<file path="config.mk">
export PLATFORM = sky130hd
export DESIGN_NAME = memtype_cfg_bank
export DESIGN_NICKNAME = d
export VERILOG_FILES = /design/src/rtl/memtype_pkg.sv /design/src/rtl/memtype_type_check.sv /design/src/rtl/memtype_wr_check.sv /design/src/rtl/memtype_cfg_bank.sv
export SDC_FILE = /design/constraint.sdc
export NUM_CORES = 2
export LEC_CHECK = 0
export BUFFER_PORTS_ARGS = -buffer_cell sky130_fd_sc_hd__buf_2
export CAP_MARGIN = 40
export CORE_AREA = 2 2 730 732
export CTS_BUF_LIST = sky130_fd_sc_hd__clkbuf_4 sky130_fd_sc_hd__clkbuf_8
export DETAILED_ROUTE_END_ITERATION = 16
export DIE_AREA = 0 0 732 734
export REMOVE_ABC_BUFFERS = 1
export SETUP_SLACK_MARGIN = 0.5
export SYNTH_ARGS = -nofsm -noshare
export SYNTH_HDL_FRONTEND = slang
export SYNTH_SLANG_ARGS = --single-unit
</file>
<file path="constraint.sdc">
create_clock -name clk -period 8.75 [get_ports clk]
set_input_delay 2.625 -clock clk [delete_from_list [all_inputs] [get_ports clk]]
set_output_delay 2.625 -clock clk [all_outputs]
set_load 0.005 [all_outputs]
</file>
<file path="src/rtl/memtype_pkg.sv">
// Package: shared attribute codes, register index layout and legality function.
// Assumes indices are laid out: capability, control, 11 fixed, then base/mask pairs.
package memtype_pkg;

    typedef enum logic [7:0] {
        MT_UC = 8'd0,
        MT_WC = 8'd1,
        MT_WT = 8'd4,
        MT_WP = 8'd5,
        MT_WB = 8'd6
    } mem_type_e;

    localparam int CAP_IDX = 0;
    localparam int CTL_IDX = 1;
    localparam int FIX_IDX = 2;
    localparam int NUM_FIX = 11;
    localparam int VAR_IDX = FIX_IDX + NUM_FIX;

    // Legal attribute code, write-combining only when supported
    function automatic logic code_ok(input logic [7:0] code, input logic wc_ok);
        return (code == MT_UC) || (code == MT_WT) || (code == MT_WP) ||
               (code == MT_WB) || (wc_ok && code == MT_WC);
    endfunction

endpackage

</file>
<file path="src/rtl/memtype_type_check.sv">
// Module: checks one 8-bit attribute code against the legal set.
// Assumes the write-combining support is fixed at elaboration.
module memtype_type_check
    import memtype_pkg::*;
#(
    parameter bit WC_OK = 1'b1
) (
    input  logic [7:0] code,
    output logic       legal
);
    // Purpose: compare the code with the accepted encodings
    always_comb legal = code_ok(code, WC_OK);
endmodule

</file>
<file path="src/rtl/memtype_wr_check.sv">
// Module: decodes the write index and decides whether the write data is
// acceptable for the register it targets. Purely combinational.
// Assumes the index layout of memtype_pkg and PA_W < 64.
module memtype_wr_check
    import memtype_pkg::*;
#(
    parameter int NUM_VAR = 8,
    parameter int PA_W    = 36,
    parameter bit WC_OK   = 1'b1,
    parameter int ADDR_W  = 5
) (
    input  logic [ADDR_W-1:0] addr,
    input  logic [63:0]       data,
    output logic              accept
);
    localparam int          NREG      = VAR_IDX + 2 * NUM_VAR;
    localparam logic [63:0] HI_RSVD   = ~((64'd1 << PA_W) - 64'd1);
    localparam logic [63:0] CTL_RSVD  = ~64'h0000_0000_0000_0CFF;
    localparam logic [63:0] BASE_RSVD = HI_RSVD | 64'h0000_0000_0000_0F00;
    localparam logic [63:0] MASK_RSVD = HI_RSVD | 64'h0000_0000_0000_07FF;

    logic [7:0] byte_ok;
    logic       is_ctl, is_fix, is_var, is_mask;
    logic [ADDR_W:0] var_off;

    // One checker per attribute byte of the write data
    for (genvar b = 0; b < 8; b++) begin : g_byte
        memtype_type_check #(.WC_OK(WC_OK)) u_chk (
            .code  (data[8*b +: 8]),
            .legal (byte_ok[b])
        );
    end

    // Purpose: classify the target index
    always_comb begin
        var_off = {1'b0, addr} - (ADDR_W+1)'(VAR_IDX);
        is_ctl  = (int'(addr) == CTL_IDX);
        is_fix  = (int'(addr) >= FIX_IDX) && (int'(addr) < VAR_IDX);
        is_var  = (int'(addr) >= VAR_IDX) && (int'(addr) < NREG);
        is_mask = var_off[0];
    end

    // Purpose: apply the rule set of the target register
    always_comb begin
        accept = 1'b0;
        if (is_ctl)
            accept = byte_ok[0] && ((data & CTL_RSVD) == '0);
        else if (is_fix)
            accept = &byte_ok;
        else if (is_var && !is_mask)
            accept = byte_ok[0] && ((data & BASE_RSVD) == '0);
        else if (is_var && is_mask)
            accept = ((data & MASK_RSVD) == '0);
    end
endmodule

</file>
<file path="src/rtl/memtype_cfg_bank.sv">
// Module: top of the attribute configuration bank. Holds the control word,
// fixed-range words and variable pairs, refuses illegal writes with a
// one-cycle fault pulse and exports every register to the lookup logic.
// Assumes a synchronous active-low reset and one access per cycle.
module memtype_cfg_bank
    import memtype_pkg::*;
#(
    parameter int NUM_VAR = 8,
    parameter int PA_W    = 36,
    parameter bit WC_OK   = 1'b1,
    parameter bit SMM_OK  = 1'b0,
    parameter int NREG    = VAR_IDX + 2 * NUM_VAR,
    parameter int ADDR_W  = $clog2(NREG)
) (
    input  logic                    clk,
    input  logic                    rst_n,
    input  logic [ADDR_W-1:0]       acc_addr,
    input  logic                    wr_en,
    input  logic [63:0]             wr_data,
    output logic [63:0]             rd_data,
    output logic                    fault,
    output logic [7:0]              def_type_o,
    output logic                    fixed_en_o,
    output logic                    global_en_o,
    output logic [NUM_FIX*64-1:0]   fixed_ranges_o,
    output logic [NUM_VAR*64-1:0]   var_base_o,
    output logic [NUM_VAR*64-1:0]   var_mask_o
);
    localparam logic [63:0] CAP_VAL = {52'd0, SMM_OK, WC_OK, 1'b0, 1'b1, 8'(NUM_VAR)};

    logic [63:0] ctl_q;
    logic [63:0] fix_q  [NUM_FIX];
    logic [63:0] base_q [NUM_VAR];
    logic [63:0] mask_q [NUM_VAR];
    logic        accept, do_wr;

    memtype_wr_check #(
        .NUM_VAR (NUM_VAR),
        .PA_W    (PA_W),
        .WC_OK   (WC_OK),
        .ADDR_W  (ADDR_W)
    ) u_check (
        .addr   (acc_addr),
        .data   (wr_data),
        .accept (accept)
    );

    assign do_wr = wr_en && accept;

    // Purpose: store accepted writes into the targeted register
    always_ff @(posedge clk) begin
        if (!rst_n) begin
            ctl_q <= '0;
            for (int j = 0; j < NUM_FIX; j++) fix_q[j] <= '0;
            for (int k = 0; k < NUM_VAR; k++) begin
                base_q[k] <= '0;
                mask_q[k] <= '0;
            end
        end else if (do_wr) begin
            if (int'(acc_addr) == CTL_IDX) ctl_q <= wr_data;
            for (int j = 0; j < NUM_FIX; j++)
                if (int'(acc_addr) == FIX_IDX + j) fix_q[j] <= wr_data;
            for (int k = 0; k < NUM_VAR; k++) begin
                if (int'(acc_addr) == VAR_IDX + 2*k)     base_q[k] <= wr_data;
                if (int'(acc_addr) == VAR_IDX + 2*k + 1) mask_q[k] <= wr_data;
            end
        end
    end

    // Purpose: pulse the fault for one cycle after a refused write
    always_ff @(posedge clk) begin
        if (!rst_n) fault <= 1'b0;
        else        fault <= wr_en && !accept;
    end

    // Purpose: return the indexed register, zero for unmapped indices
    always_comb begin
        rd_data = '0;
        if (int'(acc_addr) == CAP_IDX) rd_data = CAP_VAL;
        if (int'(acc_addr) == CTL_IDX) rd_data = ctl_q;
        for (int j = 0; j < NUM_FIX; j++)
            if (int'(acc_addr) == FIX_IDX + j) rd_data = fix_q[j];
        for (int k = 0; k < NUM_VAR; k++) begin
            if (int'(acc_addr) == VAR_IDX + 2*k)     rd_data = base_q[k];
            if (int'(acc_addr) == VAR_IDX + 2*k + 1) rd_data = mask_q[k];
        end
    end

    assign def_type_o  = ctl_q[7:0];
    assign fixed_en_o  = ctl_q[10];
    assign global_en_o = ctl_q[11];

    // Flatten the register arrays onto the export buses
    for (genvar j = 0; j < NUM_FIX; j++) begin : g_fix_out
        assign fixed_ranges_o[64*j +: 64] = fix_q[j];
    end
    for (genvar k = 0; k < NUM_VAR; k++) begin : g_var_out
        assign var_base_o[64*k +: 64] = base_q[k];
        assign var_mask_o[64*k +: 64] = mask_q[k];
    end


    fault_after_write_chk: assert property (@(posedge clk) disable iff (!rst_n)
        fault |-> $past(wr_en));

    fault_holds_state_chk: assert property (@(posedge clk) disable iff (!rst_n)
        fault |-> ($stable(ctl_q) && $stable(fixed_ranges_o) &&
                   $stable(var_base_o) && $stable(var_mask_o)));

    cap_write_faults_chk: assert property (@(posedge clk) disable iff (!rst_n)
        (wr_en && int'(acc_addr) == CAP_IDX) |=> fault);

    ctl_type_legal_chk: assert property (@(posedge clk) disable iff (!rst_n)
        code_ok(ctl_q[7:0], WC_OK));

    ctl_rsvd_zero_chk: assert property (@(posedge clk) disable iff (!rst_n)
        (ctl_q[9:8] == 2'b00) && (ctl_q[63:12] == '0));

    unmapped_faults_chk: assert property (@(posedge clk) disable iff (!rst_n)
        (wr_en && int'(acc_addr) >= NREG) |=> fault);
endmodule

</file>
==> run metrics <==
Final Hold Vio Count=0; multiplexer share of the synthesized area=1.84%; H-tree lvl count=5; fmax=119 MHz; worst-path cell chain=clkbuf_16 -> buf_12 -> clkinv_2 -> buf_12 -> o21ai_0 -> a221oi_4 -> o211ai_1 -> a21oi_1 -> buf_2; Num CTS Buffers=360; min-delay worst type=reg2reg; DR WL/cell=52.4 microns; total of max-cap violations=0; Tmin final=8.42 ns; adder-cell share of the synthesized area=0%; PwrDens=208 nW/um^2; Initial DRC Count=12900; WL met3=118000 microns; Syn. warnings=0; Port-buffer cells=1874; slowest CP cell=a221oi_4; 1st-pass router iterations=9; crit path capture type=output port; crit-path max cell delay=0.84 ns; TritonCTS clock tree=yes; vias in the first global route=71900; max-slew violation count=0; Top Family by Delay on Critical Path=compound AO/OA/AOI/OAI gates; critical path fanouts, max=34; die footprint=537000 sq um; DP Wirelength=687000 microns; Root Buffer=clkbuf_8; Startpoint Class=input pin; routability cong.=0.997; cts hold-fix bufs=0; Yosys reg bits=1793; starting density of the core=15.2%; Post-synth ARST share=0%; post-synth cell types=101; CP most frequent cell=buf_12; largest net degree at the start of global routing=148; site row count=268; initial antenna violation count=140; overall power=24.1 mW; DR DRC count=0; Finish-stage setup viols=0; syn avg cell area=14.3 sq um; Max clock buf depth=4; status=completed; CP arrival=5.80 ns; Final ANT Viol Nets=0; height of the die=734 microns; Post-Synth XOR/XNOR Area=0.0108%; Slew HR=21.3%; Compound-Gate Fraction of Synth Area=21.6%; fin crit share=96.2%; post-synth design cell area=80800 sq um; Core Util, Final=21.8%; unrepaired setup endpoints after global routing=no; Hold Path Stages=1; Leak=41.9 nW; CTS Sinks=1793; GRT Util Overall=30.3%; Vias=78000; Ports=1875; Core ar.=530000 sq um; Clock transition at path regs=0.06 ns; Mapped Cells=5651; first-pass GRT wire length=1010000 microns; Nets=8959; number of synthesized flops with an enable pin=1728; Routed WL=852000 microns; Layout area overhead=43.3%; worst skew pair latency=1.15 ns; WL met2=364000 microns; VDD IR max=0.000116 V; WS Path Type=in2out; main combinational cell family by area after synthesis=compound AO/OA/AOI/OAI gates; WP buf/inv=5; Die Width=732 microns; GRT overflow=0; Synth Flop Type=edfxtp_1; actual slew at the worst max-slew pin=1.18 ns; Reg2Reg Depth=2; post-synthesis sequential area ratio=65.8%; DR top layer=met5; Post-Synth Simple-Gate Area=6.41%; WP depth=9; M1 wire length=306000 microns; CP required=6.12 ns; drt via density=4.80; Worst Skew=0 ns; share of post-route cells with drive strength above 1=43.3%
[sequential cells by signal, summed over array words and instances (netlist names)]
name / cells
base_q: 512
ctl_q: 64
fault: 1
fix_q: 704
mask_q: 512
[cell usage after synthesis, drive strengths merged (66+ instances only)]
| library cell | instances | area, sq um |
|---|---|---|
| edfxtp | 1728 | 51900 |
| and3 | 94 | 588 |
| clkbuf | 344 | 1290 |
| o22ai | 156 | 976 |
| a21oi | 244 | 1220 |
| and2 | 66 | 413 |
| o21ai | 428 | 2150 |
| a22oi | 86 | 646 |
| o221ai | 84 | 736 |
| nor2 | 226 | 876 |
| buf | 305 | 2140 |
| nand2 | 248 | 931 |
| nand3 | 73 | 365 |
| a221oi | 66 | 578 |
| a2111oi | 554 | 7420 |
| mux2i | 74 | 741 |
| nor3 | 82 | 465 |
[through the flow]
stage | instance area, sq um | hold slack [ns] | cells | setup slack (ns) | TNS, ns
finish | 116000 | 0.480 | 16300 | 0.330 | 0
global route | 116000 | 0.490 | 16200 | 0.504 | 0
CTS | 116000 | 0.477 | 16200 | 0.451 | 0
detailed placement | 107000 | 0.458 | 15500 | -0.229 | -1.17
global placement | 106000 | 0.459 | 15400 | -1.12 | -5.84
floorplan | 80600 | 0.444 | 5857 | -30.37 | -
[layout by cell type (no fill, tap or decap), types with 38 or more instances in the layout]
| cell type | synthesis | final |
|---|---|---|
| buf_2 | 150 | 1883 |
| edfxtp_1 | 1728 | 1728 |
| conb_1 | 1 | 856 |
| buf_4 | 28 | 616 |
| a2111oi_2 | 410 | 412 |
| o21ai_0 | 403 | 373 |
| clkbuf_8 | 0 | 368 |
| a21oi_1 | 244 | 230 |
| nand2_1 | 248 | 205 |
| nor2_1 | 219 | 193 |
| o22ai_1 | 156 | 151 |
| a2111oi_0 | 143 | 138 |
| buf_12 | 0 | 119 |
| clkbuf_4 | 0 | 115 |
| and3_1 | 94 | 94 |
| a22oi_1 | 86 | 86 |
| o221ai_1 | 84 | 79 |
| clkinv_1 | 2 | 78 |
| mux2i_1 | 74 | 72 |
| nand3_1 | 73 | 71 |
| diode_2 | 0 | 67 |
| nor3_1 | 71 | 67 |
| dfxtp_1 | 65 | 65 |
| and2_1 | 66 | 63 |
| a221oi_1 | 66 | 59 |
| o21a_1 | 45 | 44 |
| a211oi_1 | 53 | 44 |
| clkinv_2 | 0 | 38 |
[metal layers]
| layer | track usage (%) | vias to the layer above |
|---|---|---|
| li1 | - | 29200 |
| met1 | 34.1 | 40400 |
| met2 | 45.9 | 6713 |
| met3 | 15.2 | 1628 |
| met4 | 18.0 | 32 |
| met5 | 0 | - |
[worst reg2reg max path: stages (launching register included)]
cell and delay [ns]:
dfxtp_1 0.68, nand2_1 0.10, mux2i_1 0.14
[area by class of cell]
cell class / instances / area [sq um]
Antenna cell: 67 / 168
Multi-Input combinational cell: 4042 / 29000
Inverter: 22 / 98.8
Clock buffer: 482 / 5920
Clock inverter: 161 / 1290
Sequential cell: 1793 / 53200
Tap cell: 7020 / 8780
Timing Repair Buffer: 2668 / 17300
Fill cell: 57000 / 414000
[logic make-up after synthesis]
family | Yosys count
AND/OR/NAND/NOR | 999
multiplexers | 124
other | 1
XOR/XNOR | 1
buffers and inverters | 671
AO/OA/AOI/OAI | 2062
flip-flops | 1793
[power by group]
group          total [mW]  switching (mW)  leakage (nW)  internal, mW
Clock                9.35            4.58          3.78          4.77
Combinational        3.98            2.99          20.9         0.992
Sequential           10.8           0.710          17.2          10.1
Total                24.1            8.28          41.9          15.8
[path summary, 6_finish.rpt]
check	start	slack, ns	end
setup / recovery	acc_addr[4]	0.33	rd_data[54]
setup reg to reg	ctl_q[2]	7.75	ctl_q[2]
hold / removal	ctl_q[19]	0.48	ctl_q[19]
hold reg to reg	ctl_q[19]	0.48	ctl_q[19]
[what timing repair did]
| item | 4_1_cts | 5_1_grt |
|---|---|---|
| resized for setup | 118 | 11 |
| buffers inserted | 62 | 3 |
| gates cloned | 4 | 0 |
| pin swaps | 25 | 5 |
| endpoints found under the hold margin | 0 | 0 |
| setup endpoints to repair | 52 | 17 |
(Power assumes the default switching activity.)
